<file path="src/rtl/ring_capture_pkg.sv">
package ring_capture_pkg;
  typedef enum logic [1:0] {
    CAP_ARM  = 2'd0,
    CAP_POST = 2'd1,
    CAP_HOLD = 2'd2
  } cap_state_t;
endpackage

</file>
<file path="src/rtl/rc_window_calc.sv">
// Derives the effective post-trigger count and the pre-trigger length.
module rc_window_calc #(
  parameter int AW = 12
) (
  input  logic [AW:0] total_len,
  input  logic [AW:0] post_len,
  output logic [AW:0] post_eff,
  output logic [AW:0] pre_len
);
  localparam logic [AW:0] ONE = 1;

  always_comb begin
    if (post_len == '0)             post_eff = ONE;       // R9 floor
    else if (post_len > total_len)  post_eff = total_len; // R9 clamp
    else                            post_eff = post_len;
    pre_len = total_len - post_eff;
  end

  always_comb begin
    a_r9_post_within_total: assert (total_len == '0 || (post_eff <= total_len && post_eff != '0));
  end
endmodule

</file>
<file path="src/rtl/rc_wr_ptr.sv">
// Circular write pointer, wraps at the programmed window length.
module rc_wr_ptr #(
  parameter int AW = 12
) (
  input  logic          clk,
  input  logic          rst,
  input  logic          clr,
  input  logic          adv,
  input  logic [AW:0]   total_len,
  output logic [AW-1:0] ptr
);
  logic [AW:0] nxt;
  assign nxt = {1'b0, ptr} + 1'b1;

  always_ff @(posedge clk) begin
    if (rst || clr)  ptr <= '0;
    else if (adv)    ptr <= (nxt >= total_len) ? '0 : nxt[AW-1:0];
  end
endmodule

</file>
<file path="src/rtl/rc_fill_cnt.sv">
// Counts samples written since arming, saturating at the pre-trigger length.
module rc_fill_cnt #(
  parameter int AW = 12
) (
  input  logic        clk,
  input  logic        rst,
  input  logic        clr,
  input  logic        inc,
  input  logic [AW:0] pre_len,
  output logic        pre_ok
);
  logic [AW:0] fill;

  always_ff @(posedge clk) begin
    if (rst || clr)                 fill <= '0;
    else if (inc && fill < pre_len) fill <= fill + 1'b1;
  end

  assign pre_ok = (fill >= pre_len);

  a_r8_clear_restarts: assert property (@(posedge clk) disable iff (rst)
    clr |=> fill == '0);
endmodule

</file>
<file path="src/rtl/rc_seq.sv">
// Capture sequencer: armed -> post-trigger -> hold.
module rc_seq
  import ring_capture_pkg::*;
#(
  parameter int AW = 12
) (
  input  logic          clk,
  input  logic          rst,
  input  logic          smp_valid,
  input  logic          trig,
  input  logic          ack,
  input  logic          pre_ok,
  input  logic [AW:0]   post_eff,
  input  logic [AW-1:0] ptr,
  output logic          write,
  output logic          fill_inc,
  output logic          rearm,
  output logic          ready,
  output logic [AW-1:0] stop_addr
);
  localparam logic [AW:0] ONE = 1;

  cap_state_t  state, state_n;
  logic [AW:0] post_cnt, cnt_next;
  logic        accept, finish;

  assign write    = smp_valid && (state != CAP_HOLD);
  assign accept   = (state == CAP_ARM) && write && trig && pre_ok;
  assign cnt_next = post_cnt + 1'b1;
  assign finish   = (accept && post_eff == ONE) ||
                    ((state == CAP_POST) && write && cnt_next == post_eff);
  assign rearm    = (state == CAP_HOLD) && ack;
  assign fill_inc = (state == CAP_ARM) && write;

  always_comb begin
    state_n = state;
    unique case (state)
      CAP_ARM:  if (accept) state_n = (post_eff == ONE) ? CAP_HOLD : CAP_POST;
      CAP_POST: if (finish) state_n = CAP_HOLD;
      CAP_HOLD: if (ack)    state_n = CAP_ARM;
      default:              state_n = CAP_ARM;
    endcase
  end

  always_ff @(posedge clk) begin
    if (rst) begin
      state     <= CAP_ARM;
      post_cnt  <= '0;
      ready     <= 1'b0;
      stop_addr <= '0;
    end else begin
      state <= state_n;
      if (accept)                              post_cnt <= ONE;
      else if (state == CAP_POST && write)     post_cnt <= cnt_next;
      if (finish) begin
        ready     <= 1'b1;
        stop_addr <= ptr;
      end else if (rearm) begin
        ready     <= 1'b0;
      end
    end
  end

  a_r4_post_count_bound: assert property (@(posedge clk) disable iff (rst)
    state == CAP_POST |-> (post_cnt != '0 && post_cnt < post_eff));
  a_r8_ack_clears: assert property (@(posedge clk) disable iff (rst)
    ready && ack |=> !ready && state == CAP_ARM);
  a_r7_hold_means_ready: assert property (@(posedge clk) disable iff (rst)
    state == CAP_HOLD |-> ready);
endmodule

</file>
<file path="src/rtl/ring_capture_ctrl.sv">
// Top: circular pre/post-trigger capture controller.
module ring_capture_ctrl #(
  parameter int AW     = 12,
  parameter int DATA_W = 16
) (
  input  logic              clk,
  input  logic              rst,
  input  logic [DATA_W-1:0] smp_data,
  input  logic              smp_valid,
  input  logic              trig,
  input  logic [AW:0]       total_len,
  input  logic [AW:0]       post_len,
  input  logic              rd_done,
  output logic              wr_en,
  output logic [AW-1:0]     wr_addr,
  output logic [DATA_W-1:0] wr_data,
  output logic              cap_ready,
  output logic [AW-1:0]     stop_addr
);
  localparam int          DEPTH = 1 << AW;
  localparam logic [AW:0] DEPTH_V = DEPTH;
  localparam logic [AW-1:0] A_ONE = 1;

  logic [AW:0]   post_eff, pre_len;
  logic [AW-1:0] ptr;
  logic          write, fill_inc, rearm, pre_ok;

  rc_window_calc #(.AW(AW)) u_win (
    .total_len(total_len), .post_len(post_len),
    .post_eff(post_eff), .pre_len(pre_len));

  rc_wr_ptr #(.AW(AW)) u_ptr (
    .clk(clk), .rst(rst), .clr(rearm), .adv(write),
    .total_len(total_len), .ptr(ptr));

  rc_fill_cnt #(.AW(AW)) u_fill (
    .clk(clk), .rst(rst), .clr(rearm), .inc(fill_inc),
    .pre_len(pre_len), .pre_ok(pre_ok));

  rc_seq #(.AW(AW)) u_seq (
    .clk(clk), .rst(rst), .smp_valid(smp_valid), .trig(trig), .ack(rd_done),
    .pre_ok(pre_ok), .post_eff(post_eff), .ptr(ptr),
    .write(write), .fill_inc(fill_inc), .rearm(rearm),
    .ready(cap_ready), .stop_addr(stop_addr));

  // Registered RAM write port
  always_ff @(posedge clk) begin
    if (rst) begin
      wr_en   <= 1'b0;
      wr_addr <= '0;
      wr_data <= '0;
    end else begin
      wr_en   <= write;
      wr_addr <= ptr;
      wr_data <= smp_data;
    end
  end

  a_r2_total_legal: assert property (@(posedge clk) disable iff (rst)
    total_len != '0 && total_len <= DEPTH_V);
  a_r2_addr_in_window: assert property (@(posedge clk) disable iff (rst)
    wr_en && !cap_ready |-> {1'b0, wr_addr} < total_len);
  a_r2_addr_step: assert property (@(posedge clk) disable iff (rst)
    wr_en && $past(wr_en) |-> (wr_addr == $past(wr_addr) + A_ONE || wr_addr == '0));
  a_r5_stop_on_last: assert property (@(posedge clk) disable iff (rst)
    $rose(cap_ready) |-> wr_en && stop_addr == wr_addr);
  a_r7_no_write_hold: assert property (@(posedge clk) disable iff (rst)
    cap_ready && $past(cap_ready) |-> !wr_en && $stable(stop_addr));
endmodule

</file>
<file path="config.mk">
export PLATFORM = sky130hd
export DESIGN_NAME = ring_capture_ctrl
export DESIGN_NICKNAME = d
export VERILOG_FILES = /design/src/rtl/ring_capture_pkg.sv /design/src/rtl/rc_window_calc.sv /design/src/rtl/rc_wr_ptr.sv /design/src/rtl/rc_fill_cnt.sv /design/src/rtl/rc_seq.sv /design/src/rtl/ring_capture_ctrl.sv
export SDC_FILE = /design/constraint.sdc
export NUM_CORES = 1
export LEC_CHECK = 0
export BUFFER_PORTS_ARGS = -buffer_cell sky130_fd_sc_hd__buf_2
export CAP_MARGIN = 0
export CORE_AREA = 8 8 112 114
export DETAILED_ROUTE_END_ITERATION = 10
export DIE_AREA = 0 0 120 122
export MAX_ROUTING_LAYER = met4
export PLACE_DENSITY = 0.8
export SYNTH_ARGS = -nofsm -noshare
export SYNTH_HDL_FRONTEND = slang
export SYNTH_SLANG_ARGS = --single-unit
</file>
<file path="constraint.sdc">
create_clock -name clk -period 6.88 [get_ports clk]
set_input_delay 1.376 -clock clk [delete_from_list [all_inputs] [get_ports clk]]
set_output_delay 1.376 -clock clk [all_outputs]
set_load 0.01 [all_outputs]
</file>
==> flow_summary.ini, run 1 <==
[clock_network]
cts_buffers = 9
clock_sinks = 82
cts_tree = yes
cts_root_buffer = clkbuf_8
htreeDepth = 3
clkSlewWorstSetupHoldPaths_ps = 80
worstSkewPairLatency_ps = 370
cts.path.max_buffers = 2
hold_buffers = 0

[route]
wl_um = 14600
postRouteAntennaNets = 0
viasPerCell = 5.41
first_pass_iters = 4
drt_iter0_markers = 305
via_count = 4800
route.detailed.drc = 0
routedWlPerCell_um = 16.4

[hold_path]
holdPathEnd = u_seq.ready
min_from = u_seq.ready
whs_path_depth = 2
hold_path_class = reg2reg

[global_route]
grt_pass1_vias = 4975
antenna_found_initial = 0
grt_pass1_wl_um = 23600
grt_usage_pct = 20.4
grt_overflow_total = 0
grt_max_degree = 49

[floorplanning]
die_y_um = 122
die_area_mm2 = 0.0146
initial_core_util_pct = 49.8
io_pins = 89
num_rows = 38
die_w_um = 120
coreArea_mm2 = 0.0107

[setup_path]
r2r_setup_slack_ps = 3330
cpPeakStageDelay_ps = 390
cp_slowest_cell = fa_1
cp_max_fo = 6
crit_start = total_len[2]
cp-end-kind = flop
ff2ff_path_depth = 11
cp-start-kind = input port
worst-setup-path-type = in2reg
required_ps = 7140
rr_startpoint = u_ptr.ptr[2]
crit_arrival_ps = 6740
reg2reg_to = u_ptr.ptr[7]

[layout]
drive_above_1_share_pct = 26.2
area_growth_pct = 22.4
ff_latch_area_mm2 = 0.00164
final_nets = 844
finalInstanceArea_mm2 = 0.00652
multiInputGateArea_mm2 = 0.00349
fillCellCount = 923

[sta]
finalHoldViolations = 0
fmax_mhz = 154
period_share_pct = 94.3
slew_violations = 0
hold_slack_ps = 478
finalSetupViolCount = 0
worstMarginPinSlew_ps = 893
clock_skew_ps = 12.6
relSlewSlack_pct = 40.5
rsz0062_at_grt = yes
finalCriticalPeriod_ps = 6480

[placed_design]
port_buffers = 88
gp_congestion = 0.964
placed_area_mm2 = 0.00627
dpl.hpwl_um = 11600

[synth]
synth-edff-count = 0
ys_seq_area_share_pct = 30.8
synth_cell_types = 58
synth_area_mm2 = 0.00533
ys_warn_count = 0
synth-async-reset-ratio_pct = 0
synthCells = 604
syn_avg_cell_area_um2 = 8.82
ys_seq_elements = 82
syn_nets = 706
ys.flop_type = dfxtp_1

[pwr]
powerDensity_mw_per_mm2 = 173
p_leak_nw = 3.13
max-vdd-ir-drop_uv = 102

[outcome]
status = finished, final reports clean

[run]
cap_violations = 0
-- Yosys cell counts, types with 2 or more instances --
master	count	area, µm²
mux2i_1	14	140
o21a_1	2	15.0
o21ai_0	31	155
a31oi_1	6	37.5
or3_1	5	31.3
o211ai_1	3	22.5
nor4_2	2	25.0
nand3_1	17	85.1
xor2_1	27	236
o211a_1	2	20.0
nor4_1	5	31.3
buf_6	2	22.5
a21o_1	12	90.1
nand2_1	41	154
mux2i_2	3	41.3
a21oi_1	22	110
and4_1	3	26.3
a22oi_1	2	15.0
nand4_1	14	87.6
ha_1	54	676
dfxtp_1	82	1640
o21bai_1	3	22.5
mux2_2	6	67.6
nand2b_1	14	87.6
nor2b_1	44	275
and3_1	11	68.8
nor2_1	41	154
nor3_1	7	35.0
mux2_4	7	105
a211oi_1	5	37.5
and2_1	8	50.1
or2_2	3	18.8
o22ai_1	3	18.8
clkbuf_1	16	60.1
inv_1	35	131
xnor2_1	30	263
-- worst max-delay path, delay by kind of cell --
| family | cells | cell delay (ps) |
|---|---|---|
| muxes | 2 | 530 |
| buffers and inverters | 3 | 350 |
| xor gates and xnor gates | 1 | 120 |
| adders and majority gates | 4 | 1190 |
| AOI/OAI and AO/OA | 16 | 2630 |
| and+or+nand+nor | 5 | 550 |
-- repair_timing --
item	4_1_cts	5_1_grt
pin swaps	0	2
buffers inserted	3	0
hold endpoints to repair	0	0
endpoints found under the setup margin	12	35
resized for setup	0	10
-- flip-flops by register name (all words and copies together) (netlist names), 2 cells and up --
register,count
u_fill.fill,13
u_seq.stop_addr,12
wr_addr,12
u_ptr.ptr,12
wr_data,16
u_seq.state,2
u_seq.post_cnt,13
-- placed cells by master (no fill, tap or decap), drive strengths merged, types with 5 or more instances in the layout --
master  instances
buf           146
dfxtp          82
ha             54
nor2b          44
nor2           41
nand2          41
inv            36
o21ai          31
xnor2          30
xor2           27
a21oi          23
mux2i          18
nand3          17
nand4          14
nand2b         14
mux2           13
a21o           12
and3           11
clkbuf         11
and2            8
nor3            7
a31oi           7
nor4            7
a211oi          6
or3             5
-- per-stage QoR --
step	worst slack (ps)	util (%)	TNS (ps)	total power, mW	cells
2_1_floorplan	49.3	-	0	0.688	604
3_3_place_gp	-125	58.7	-1130	0.780	868
3_5_place_dp	-449	58.7	-6050	0.795	868
4_1_cts	57.5	60.7	0	1.13	887
5_1_grt	-40.0	60.9	-221	1.18	887
6_report	395	61.0	0	1.13	888
-- worst max path at each step --
| stage | end | slack (ps) |
|---|---|---|
| after detailed placement | u_seq.stop_addr[3] | -450 |
| after CTS | u_seq.stop_addr[9] | 60 |
| after global placement | u_seq.stop_addr[4] | -130 |
| after global routing | u_fill.fill[11] | -40 |
| after floorplan | u_seq.stop_addr[10] | 50 |
| final | u_seq.stop_addr[9] | 400 |
-- cell type report --
| type | count | share of cell area [%] |
|---|---|---|
| multi-input combinational | 468 | 53.6 |
| sequential | 82 | 25.2 |
| timing repair buffer | 146 | 13.6 |
| tap | 140 | 2.69 |
| clock buffer | 11 | 2.32 |
| inverter | 35 | 2.01 |
| clock inverter | 5 | 0.556 |
| antenna | 1 | 0.0384 |
-- kinds of logic (layout without fill, tap and decap cells) --
| kind of cell | Yosys count | count (layout) | synth area share, % |
|---|---|---|---|
| multiplexers | 31 | 31 | 7.07 |
| adder cells (fa/ha/maj) | 55 | 55 | 13.1 |
| XOR/XNOR | 57 | 57 | 9.37 |
| other | 0 | 1 | 0 |
| buffers and inverters | 54 | 197 | 4.11 |
| AO/OA/AOI/OAI | 106 | 106 | 13.7 |
| AND/OR/NAND/NOR | 219 | 219 | 21.8 |
| flip-flops | 82 | 82 | 30.8 |
-- power breakdown --
part | total [mW] | internal, mW | leakage (nW) | switching, mW
Sequential | 0.497 | 0.488 | 0.667 | 0.00904
Clock | 0.335 | 0.152 | 0.0997 | 0.183
Combinational | 0.295 | 0.138 | 2.37 | 0.157
-- metal layers --
layer  global-route usage (%)  up-vias  wire length [µm]
met1                     22.7     2228              6270
met2                     34.1      147              6900
met5                        -        -                 0
li1                         -     2389                 -
met4                     9.91        0               528
met3                     4.44       36               877
Note: power is estimated with default switching activity, not from simulation.
==> inputs of run 2 (changes only) <==
- ABC_AREA: unset -> 1
- CORE_AREA: 8 8 112 114 -> 8 8 115 117
- CTS_CLUSTER_SIZE: unset -> 16
- DIE_AREA: 0 0 120 122 -> 0 0 123 125
- PLACE_DENSITY: 0.8 -> 0.79
==> flow_summary.ini, run 2 <==
[synth]
synth_area_mm2 = 0.00563
synth-simple-area-share_pct = 33.2
syn_nets = 918
synthTopCellsByCount = nand2_1 (165), inv_1 (135), nor2_1 (97)
synthCells = 816
synth_compound_area_share_pct = 9.57
synth_top_area_share_pct = 29.1
yosysMostFrequentCell = nand2_1
synth_top_family_by_area = simple AND/OR/NAND/NOR gates
synth-async-reset-ratio_pct = 0
ys_seq_area_share_pct = 29.1
synth_mux_area_share_pct = 0
synth_xor_area_share_pct = 4.51
yosys.area_share.adder_pct = 12.4
syn_avg_cell_area_um2 = 6.90
synth_top_area_cell = dfxtp_1
synth-edff-count = 0
ys_warn_count = 0
ys.flop_type = dfxtp_1
ys_seq_elements = 82
synth_area_leaders = dfxtp_1 (29%), ha_1 (12%), nand2_1 (11%)
synth_cell_types = 39

[clock_network]
cts_buffers = 9
clkSlewWorstSetupHoldPaths_ps = 60
htreeDepth = 3
clock_sinks = 82
cts_setup_buffers = 0
hold_buffers = 0
cts.path.max_buffers = 2
cts_tree = yes
cts_root_buffer = clkbuf_16
worstSkewPairLatency_ps = 340

[route]
via_count = 5340
postRouteAntennaNets = 0
viasPerCell = 5.09
route.detailed.drc = 0
routedWlPerCell_um = 13.6
first_pass_iters = 5
drt_iter0_markers = 411
wl_um = 14300

[floorplanning]
die_area_mm2 = 0.0154
die_y_um = 125
io_pins = 89
initial_core_util_pct = 48.5
die_w_um = 123
coreArea_mm2 = 0.0116
num_rows = 40

[layout]
layout_common_cells = nand2_1 (165), inv_1 (135), nor2_1 (96), buf_2 (88), dfxtp_1 (82)
area_growth_pct = 15.6
largest_reg_flops = 16
final_nets = 1000
final_common_cell = nand2_1
largestRegisters = wr_data (16), u_fill.fill (13), u_seq.post_cnt (13)
fin_cells = 1050
drive_above_1_share_pct = 16.8
diodes = 0
regMostFlops = wr_data
fillCellCount = 1142

[sta]
finalCriticalPeriod_ps = 6350
period_share_pct = 92.4
relSlewSlack_pct = 44.6
finalHoldViolations = 0
finalSetupViolCount = 0
clock_skew_ps = 9.59
rsz0062_at_grt = no
fmax_mhz = 157
worstMarginPinSlew_ps = 827
slew_violations = 0
hold_slack_ps = 446

[setup_path]
worst-setup-path-type = in2reg
cp.depth = 36
critical_path_buf_inv_count = 3
cpPeakStageDelay_ps = 410
cp_slowest_cell = fa_1
cp_max_fo = 14
cp-start-kind = input port
ff2ff_path_depth = 16
cpLargestDelayFamily = simple AND/OR/NAND/NOR gates
cp-end-kind = flop
required_ps = 7130
crit_arrival_ps = 6610
path_common_cell = nand2_1

[pwr]
max-vdd-ir-drop_uv = 187
powerDensity_mw_per_mm2 = 200
total_power_mw = 1.30
p_leak_nw = 3.44

[global_route]
grt_pass1_vias = 4923
grt_pass1_wl_um = 23400
antenna_found_initial = 0
grt_usage_pct = 19.4
grt_max_degree = 32
grt_overflow_total = 0

[hold_path]
whs_path_depth = 2
hold_path_class = reg2reg

[placed_design]
dpl.hpwl_um = 11600
port_buffers = 88
dp_cells = 1034
gp_congestion = 0.968

[outcome]
status = finished, final reports clean

[run]
cap_violations = 0
[run 2: cell count changes in the layout (fill, tap and decap cells not counted), moves of 17 or more]
cell     before  now
nand2_1      41  165
inv_1        35  135
nor2_1       41   96
buf_4        57    3
nor2b_1      44    0
a21oi_1      21   61
xnor2_1      30    5
nand3_1      16   39
nand3_2       1   18
[run 2: cell families (layout without fill, tap and decap cells)]
family | count (synthesis) | count (layout)
buffers and inverters | 156 | 243
adder cells (fa/ha/maj) | 55 | 55
AO/OA/AOI/OAI | 97 | 97
XOR/XNOR | 29 | 29
AND/OR/NAND/NOR | 397 | 397
flip-flops | 82 | 82
[run 2: timing repair]
action                                  in CTS  in global routing
endpoints found under the setup margin       0                  5
resized for setup                            0                  4
endpoints found under the hold margin        0                  0
[run 2: per-layer routing]
layer	part of all wire, %	vias to the layer above	track usage, %
met1	46	2333	24.5
met3	8.5	21	5.40
met5	0	-	-
li1	-	2800	-
met2	43	186	29.2
met4	2.2	0	6.80
[run 2: layout make-up]
class / count / area [µm²] / share of cell area, %
Clock buffer: 10 / 229 / 3.52
Sequential cell: 82 / 1640 / 25.2
Clock inverter: 6 / 113 / 1.73
Inverter: 136 / 510 / 7.84
Multi-Input combinational cell: 578 / 3370 / 51.8
Tap cell: 147 / 184 / 2.82
Timing Repair Buffer: 91 / 463 / 7.11
[run 2: metrics by stage]
| step | worst slack (ps) | setup TNS, ps | util, % | cell area (µm²) |
|---|---|---|---|---|
| global placement | 230 | 0 | 53.0 | 6160 |
| global route | 7.09 | 0 | 56.1 | 6510 |
| floorplan | 795 | 0 | - | 5630 |
| CTS | 364 | 0 | 56.0 | 6500 |
| detailed placement | -3.94 | -3.94 | 53.0 | 6160 |
| finish | 526 | 0 | 56.1 | 6510 |
[run 2: worst min-delay path, delay by kind of cell (launching register included)]
kind	cells	cell delay [ps]
and+or+nand+nor	2	100
DFF	1	300
[run 2: power breakdown]
part / total [mW] / switching (mW) / internal [mW] / leakage (nW)
Clock: 0.548 / 0.192 / 0.356 / 0.167
Combinational: 0.270 / 0.167 / 0.103 / 2.61
Sequential: 0.487 / 0.00394 / 0.483 / 0.666
Total: 1.30 / 0.363 / 0.942 / 3.44
[run 2: final timing paths]
kind | end | slack, ps | start
max | u_fill.fill[12] | 530 | total_len[4]
min | u_seq.ready | 450 | u_seq.ready
max reg2reg | u_ptr.ptr[7] | 3170 | u_ptr.ptr[0]
min reg2reg | u_seq.ready | 450 | u_seq.ready
